<file path="config.mk">
export PLATFORM = sky130hd
export DESIGN_NAME = rsltq_port
export DESIGN_NICKNAME = d
export VERILOG_FILES = /design/src/rtl/rsltq_pkg.sv /design/src/rtl/rsltq_store.sv /design/src/rtl/rsltq_ctrl.sv /design/src/rtl/rsltq_busdrv.sv /design/src/rtl/rsltq_port.sv
export SDC_FILE = /design/constraint.sdc
export NUM_CORES = 1
export LEC_CHECK = 0
export ABC_CLOCK_PERIOD_IN_PS = 2270
export BUFFER_PORTS_ARGS = -buffer_cell sky130_fd_sc_hd__buf_2
export CAP_MARGIN = 20
export CORE_ASPECT_RATIO = 2
export CORE_MARGIN = 2
export CORE_UTILIZATION = 48
export DETAILED_ROUTE_END_ITERATION = 10
export PLACE_DENSITY = 0.72
export SLEW_MARGIN = 10
export SYNTH_ARGS = -nofsm -noshare
export SYNTH_HDL_FRONTEND = slang
export SYNTH_SLANG_ARGS = --single-unit
</file>
<file path="constraint.sdc">
create_clock -name clk -period 2.27 [get_ports clk]
set_input_delay 0.227 -clock clk [delete_from_list [all_inputs] [get_ports clk]]
set_output_delay 0.227 -clock clk [all_outputs]
set_load 0.01 [all_outputs]
</file>
<file path="src/rtl/rsltq_pkg.sv">
package rsltq_pkg;

    // occupancy-driven control states
    typedef enum logic [1:0] {
        Q_EMPTY = 2'd0,
        Q_PEND  = 2'd1,
        Q_FULL  = 2'd2
    } q_state_e;

    // which path removes the head word in a cycle
    typedef enum logic [1:0] {
        POP_NONE = 2'd0,
        POP_PORT = 2'd1,
        POP_CPU  = 2'd2
    } pop_src_e;

endpackage

</file>
<file path="src/rtl/rsltq_store.sv">
module rsltq_store #(
    parameter int DATA_W = 16,
    parameter int DEPTH  = 16,
    localparam int AW = (DEPTH > 1) ? $clog2(DEPTH) : 1,
    localparam int CW = $clog2(DEPTH + 1)
) (
    input  logic              clk,
    input  logic              rst_n,
    input  logic              wr_en,
    input  logic [DATA_W-1:0] wr_data,
    input  logic              rd_en,
    output logic [DATA_W-1:0] head_o,
    output logic [CW-1:0]     count_o
);

    localparam logic [AW-1:0] LAST_SLOT = AW'(DEPTH - 1);
    localparam logic [CW-1:0] CNT_ONE   = CW'(1);

    logic [DATA_W-1:0] slots [DEPTH];
    logic [AW-1:0]     wr_ptr;
    logic [AW-1:0]     rd_ptr;
    logic [CW-1:0]     count;

    function automatic logic [AW-1:0] bump(input logic [AW-1:0] p);
        return (p == LAST_SLOT) ? '0 : p + AW'(1);
    endfunction

    always_ff @(posedge clk) begin
        if (!rst_n) begin
            for (int i = 0; i < DEPTH; i++) begin
                slots[i] <= '0;
            end
        end else if (wr_en) begin
            slots[wr_ptr] <= wr_data;
        end
    end

    always_ff @(posedge clk) begin
        if (!rst_n) begin
            wr_ptr <= '0;
            rd_ptr <= '0;
            count  <= '0;
        end else begin
            if (wr_en) begin
                wr_ptr <= bump(wr_ptr);
            end
            if (rd_en) begin
                rd_ptr <= bump(rd_ptr);
            end
            unique case ({wr_en, rd_en})
                2'b10:   count <= count + CNT_ONE;
                2'b01:   count <= count - CNT_ONE;
                default: count <= count;
            endcase
        end
    end

    assign head_o  = slots[rd_ptr];
    assign count_o = count;

endmodule

</file>
<file path="src/rtl/rsltq_ctrl.sv">
module rsltq_ctrl
    import rsltq_pkg::*;
#(
    parameter int DEPTH = 16,
    localparam int CW = $clog2(DEPTH + 1)
) (
    input  logic          clk,
    input  logic          rst_n,
    input  logic [CW-1:0] count_i,
    input  logic          res_valid_i,
    input  logic          nxt_i,
    input  logic          sel_i,
    input  logic          cpu_rd_i,
    output logic          wr_en_o,
    output logic          rd_en_o,
    output q_state_e      state_o,
    output logic          ovf_o
);

    localparam logic [CW-1:0] ONE_LEFT   = CW'(1);
    localparam logic [CW-1:0] ONE_SHORT  = CW'(DEPTH - 1);

    q_state_e state_q;
    q_state_e state_d;
    pop_src_e pop_src;
    logic     port_req;
    logic     ovf_q;

    // state register
    always_ff @(posedge clk) begin
        if (!rst_n) begin
            state_q <= Q_EMPTY;
        end else begin
            state_q <= state_d;
        end
    end

    // sticky drop flag
    always_ff @(posedge clk) begin
        if (!rst_n) begin
            ovf_q <= 1'b0;
        end else if (res_valid_i && (state_q == Q_FULL)) begin
            ovf_q <= 1'b1;
        end
    end

    // pop arbitration and push acceptance
    always_comb begin
        port_req = nxt_i & sel_i;
        pop_src  = POP_NONE;
        wr_en_o  = 1'b0;
        unique case (state_q)
            Q_EMPTY: begin
                pop_src = POP_NONE;
                wr_en_o = res_valid_i;
            end
            Q_PEND: begin
                pop_src = port_req ? POP_PORT : (cpu_rd_i ? POP_CPU : POP_NONE);
                wr_en_o = res_valid_i;
            end
            Q_FULL: begin
                pop_src = port_req ? POP_PORT : (cpu_rd_i ? POP_CPU : POP_NONE);
                wr_en_o = 1'b0;
            end
            default: begin
                pop_src = POP_NONE;
                wr_en_o = 1'b0;
            end
        endcase
        rd_en_o = (pop_src != POP_NONE);
    end

    // next-state logic
    always_comb begin
        state_d = state_q;
        unique case (state_q)
            Q_EMPTY: begin
                if (wr_en_o) begin
                    state_d = Q_PEND;
                end
            end
            Q_PEND: begin
                if (wr_en_o && !rd_en_o && (count_i == ONE_SHORT)) begin
                    state_d = Q_FULL;
                end else if (rd_en_o && !wr_en_o && (count_i == ONE_LEFT)) begin
                    state_d = Q_EMPTY;
                end
            end
            Q_FULL: begin
                if (rd_en_o) begin
                    state_d = Q_PEND;
                end
            end
            default: state_d = Q_EMPTY;
        endcase
    end

    assign state_o = state_q;
    assign ovf_o   = ovf_q;

endmodule

</file>
<file path="src/rtl/rsltq_busdrv.sv">
module rsltq_busdrv
    import rsltq_pkg::*;
#(
    parameter int DATA_W = 16
) (
    input  logic              sel_i,
    input  q_state_e          state_i,
    input  logic [DATA_W-1:0] head_i,
    output logic [DATA_W-1:0] bus_data_o,
    output logic              bus_oe_o,
    output logic              bus_dv_o,
    output logic [DATA_W-1:0] cpu_rdata_o,
    output logic              cpu_avail_o
);

    logic pending;

    always_comb begin
        unique case (state_i)
            Q_PEND, Q_FULL: pending = 1'b1;
            default:        pending = 1'b0;
        endcase
        bus_oe_o    = sel_i;
        bus_dv_o    = pending;
        cpu_avail_o = pending;
        bus_data_o  = (sel_i && pending) ? head_i : '0;
        cpu_rdata_o = pending ? head_i : '0;
    end

endmodule

</file>
<file path="src/rtl/rsltq_port.sv">
module rsltq_port
    import rsltq_pkg::*;
#(
    parameter int DATA_W = 16,
    parameter int DEPTH  = 16
) (
    input  logic              clk,
    input  logic              rst_n,
    input  logic              res_valid_i,
    input  logic [DATA_W-1:0] res_data_i,
    input  logic              nxt_i,
    input  logic              sel_i,
    input  logic              cpu_rd_i,
    output logic [DATA_W-1:0] bus_data_o,
    output logic              bus_oe_o,
    output logic              bus_dv_o,
    output logic [DATA_W-1:0] cpu_rdata_o,
    output logic              cpu_avail_o,
    output logic              ovf_o
);

    localparam int CW = $clog2(DEPTH + 1);

    logic              wr_en;
    logic              rd_en;
    logic [DATA_W-1:0] head;
    logic [CW-1:0]     q_count;
    q_state_e          q_state;

    rsltq_store #(.DATA_W(DATA_W), .DEPTH(DEPTH)) u_store (
        .clk     (clk),
        .rst_n   (rst_n),
        .wr_en   (wr_en),
        .wr_data (res_data_i),
        .rd_en   (rd_en),
        .head_o  (head),
        .count_o (q_count)
    );

    rsltq_ctrl #(.DEPTH(DEPTH)) u_ctrl (
        .clk         (clk),
        .rst_n       (rst_n),
        .count_i     (q_count),
        .res_valid_i (res_valid_i),
        .nxt_i       (nxt_i),
        .sel_i       (sel_i),
        .cpu_rd_i    (cpu_rd_i),
        .wr_en_o     (wr_en),
        .rd_en_o     (rd_en),
        .state_o     (q_state),
        .ovf_o       (ovf_o)
    );

    rsltq_busdrv #(.DATA_W(DATA_W)) u_busdrv (
        .sel_i       (sel_i),
        .state_i     (q_state),
        .head_i      (head),
        .bus_data_o  (bus_data_o),
        .bus_oe_o    (bus_oe_o),
        .bus_dv_o    (bus_dv_o),
        .cpu_rdata_o (cpu_rdata_o),
        .cpu_avail_o (cpu_avail_o)
    );

endmodule

</file>
==> run metrics <==
CP Max Fanout=6; gp weighted congestion=0.7853; initial DRC count=517; largest net degree at the start of global routing=42; Routed Antenna Nets=0; Finished Cell Area=15230 µm²; Post-synth EDFFs=256; WHS=155.3 ps; sequential cell area fraction in the yosys report=0.6215; library cells used by synthesis=49; maximum clock insertion buffer count=3; DR vias=7276; # DRC=0; Comb pwr share=0.152; post-synthesis net count=894; Mapped Area=13010 µm²; DR vias/cell=5.588; # IOs=58; Ys Warns=0; Period minus WS final=2596 ps; grt total ovfl=0; Routed WL=30030 µm; CTS tree=built; syn avg cell area=15.19 µm²; WP data arrival=2370 ps; Syn-to-layout area delta=17.05%; final core occ=0.5683; Final Max Slew Viols=0; cts bufs inserted=23; total iterations of the first detailed-routing run=5; worst-margin pin slew=682.6 ps; core area=26800 µm²; fraction of layout cells with a size suffix above 1=0.2987; Root Buffer=clkbuf_16; first-pass GRT wire length=45040 µm; overall power=0.01185 W; Worst Hold Class=in2reg; Slew HR=0.5444; clock share of power=0.348; internal power=0.008939 W; CTS Sinks=276; H-tree depth=1; Final Hold Viols=0; Starting Density=0.4856; Port Buffers=57; Cells after Synth=857; Max Fclk=385.2 MHz; Die Ht=236.9 µm; Yosys top cell by area=edfxtp_1; Reg clk slew, reported paths=70 ps; fin cells=1302; Synth Flop Type=edfxtp_1; worst vdd ir=0.4759 mV; Worst Path Required=2040 ps; clock skew=8.945 ps; Yosys reg bits=276; vias in the first global route=7671; wire per inst=23.06 µm; final setup violation count=32; Switch Pwr=0.002908 W; antenna violations before repair=0; maxcap violations=0; Sw Share=0.2454; crit share post-route=1.143; kind of critical path=reg2out; reg-to-reg slack, setup=110 ps; CP endpoint kind=primary output; dpl hpwl=20040 µm; # diodes=0; Setup WS post-layout=-325.7 ps; die area=28530 µm²; Synth area leaders=edfxtp_1, and2_1, mux4_2; failing checks=negative setup slack; Placement Cell Area=13970 µm²; Die W=120.4 µm; Seq pwr share=0.500; RSZ-0062 raised after global routing=true; Std-Cell Rows=85; Leakage=5.491 nW; PwrDens=777.7 nW/µm²; status=finished, violations left; nets=975; worst-skew pair later-pin latency=520 ps; Async SR Flop Fraction=0; Total GRT Usage=0.2141; Yosys top cell area share=0.5907; Startpoint Class=flip-flop; placed instance count=1249
-- kinds of logic after synthesis --
kind of cell,synth area share
muxes,0.1369
DFF,0.6215
adders and majority gates,0.01442
xor gates and xnor gates,0.004038
and+or+nand+nor,0.1593
buffers and inverters,0.03125
AOI/OAI and AO/OA,0.03259
-- flip-flops by register name, summed over array words and instances (netlist names), named ones only --
signal,cells
u_ctrl.state_o,2
u_store.slots,256
u_ctrl.ovf_o,1
u_store.wr_ptr,4
u_store.rd_ptr,4
u_store.count_o,5
-- per-layer routing --
metal / up-vias / share of wire / routed length [µm] / global-route usage
met2: 176 / 0.59 / 17740 / 0.4277
met3: 74 / 0.036 / 1077 / 0.02023
met4: 0 / 0.046 / 1389 / 0.1015
li1: 3330 / - / - / -
met1: 3696 / 0.33 / 9825 / 0.2136
met5: - / 0 / 0 / 0
-- through the flow --
stage,TNS (ps),worst slack [ps]
global placement,0,143.5
global route,-10140,-367.8
floorplan,0,2.012
detailed placement,0,104.2
finish,-8290,-325.7
CTS,-9009,-338.8
-- final timing paths --
kind	to	depth (start not counted)	from
worst min register to register	u_ctrl.ovf_o	2	u_ctrl.ovf_o
worst max register to register	u_ctrl.state_o[0]	9	u_ctrl.state_o[1]
worst max-delay path	bus_data_o[8]	7	flip-flop
worst min-delay path	u_store.count_o[4]	2	rst_n
-- critical path, stage by stage (launching register included) --
cell and delay [ps]:
dfxtp_4 420, buf_12 130, buf_12 120, buf_16 140
mux4_2 560, mux2i_4 190, o22ai_1 110, buf_2 160
-- what timing repair did --
action / in CTS / in global routing
resized for setup: 33 / 18
hold buffers: 1 / 0
buffers inserted: 6 / 0
gates cloned: 5 / 0
hold endpoints to repair: 1 / 0
pin swaps: 12 / 6
setup endpoints to repair: 32 / 33
-- layout by cell type (no fill, tap or decap), types with 10 or more instances in the layout --
cell type	n
mux4_2	64
buf_12	18
and2_1	257
buf_4	38
o22ai_1	30
clkbuf_16	23
nor2_1	10
ha_1	13
mux2i_1	11
o21ai_1	11
mux2i_2	13
dfxtp_1	15
mux2i_4	10
buf_2	57
edfxtp_1	256
-- synthesized netlist by cell type (2+ instances only) --
master,n
edfxtp_1,256
mux2i_1,34
nor2_4,4
clkbuf_1,26
nor2_1,10
ha_1,15
nor2_2,8
a21o_1,2
and3_1,2
xor2_1,5
buf_6,8
a21oi_1,9
nor3_4,4
nand2_1,9
dfxtp_1,20
buf_4,9
buf_2,21
mux4_2,64
nand2b_1,8
nand4_1,2
and2_1,257
nand3_4,4
o22ai_1,33
nand3_1,3
inv_1,9
o21ai_1,12
-- power by group through the flow --
stage               logic (W)  registers (W)  clock network (W)
global placement      0.00152        0.00602                  0
global route          0.00192        0.00594            0.00437
finish                0.00180        0.00592            0.00413
CTS                   0.00173        0.00592            0.00420
detailed placement    0.00154        0.00603                  0
floorplan             0.00104        0.00598                  0
-- area by class of cell --
class / instances / area (µm²)
timing repair buffer: 122 / 1120
sequential: 276 / 8097
clock inverter: 15 / 188.9
multi-input combinational: 505 / 4767
fill: 2080 / 11570
clock buffer: 26 / 586.8
tap: 348 / 435.4
inverter: 10 / 37.54
Power figures use the tool's default switching activity.
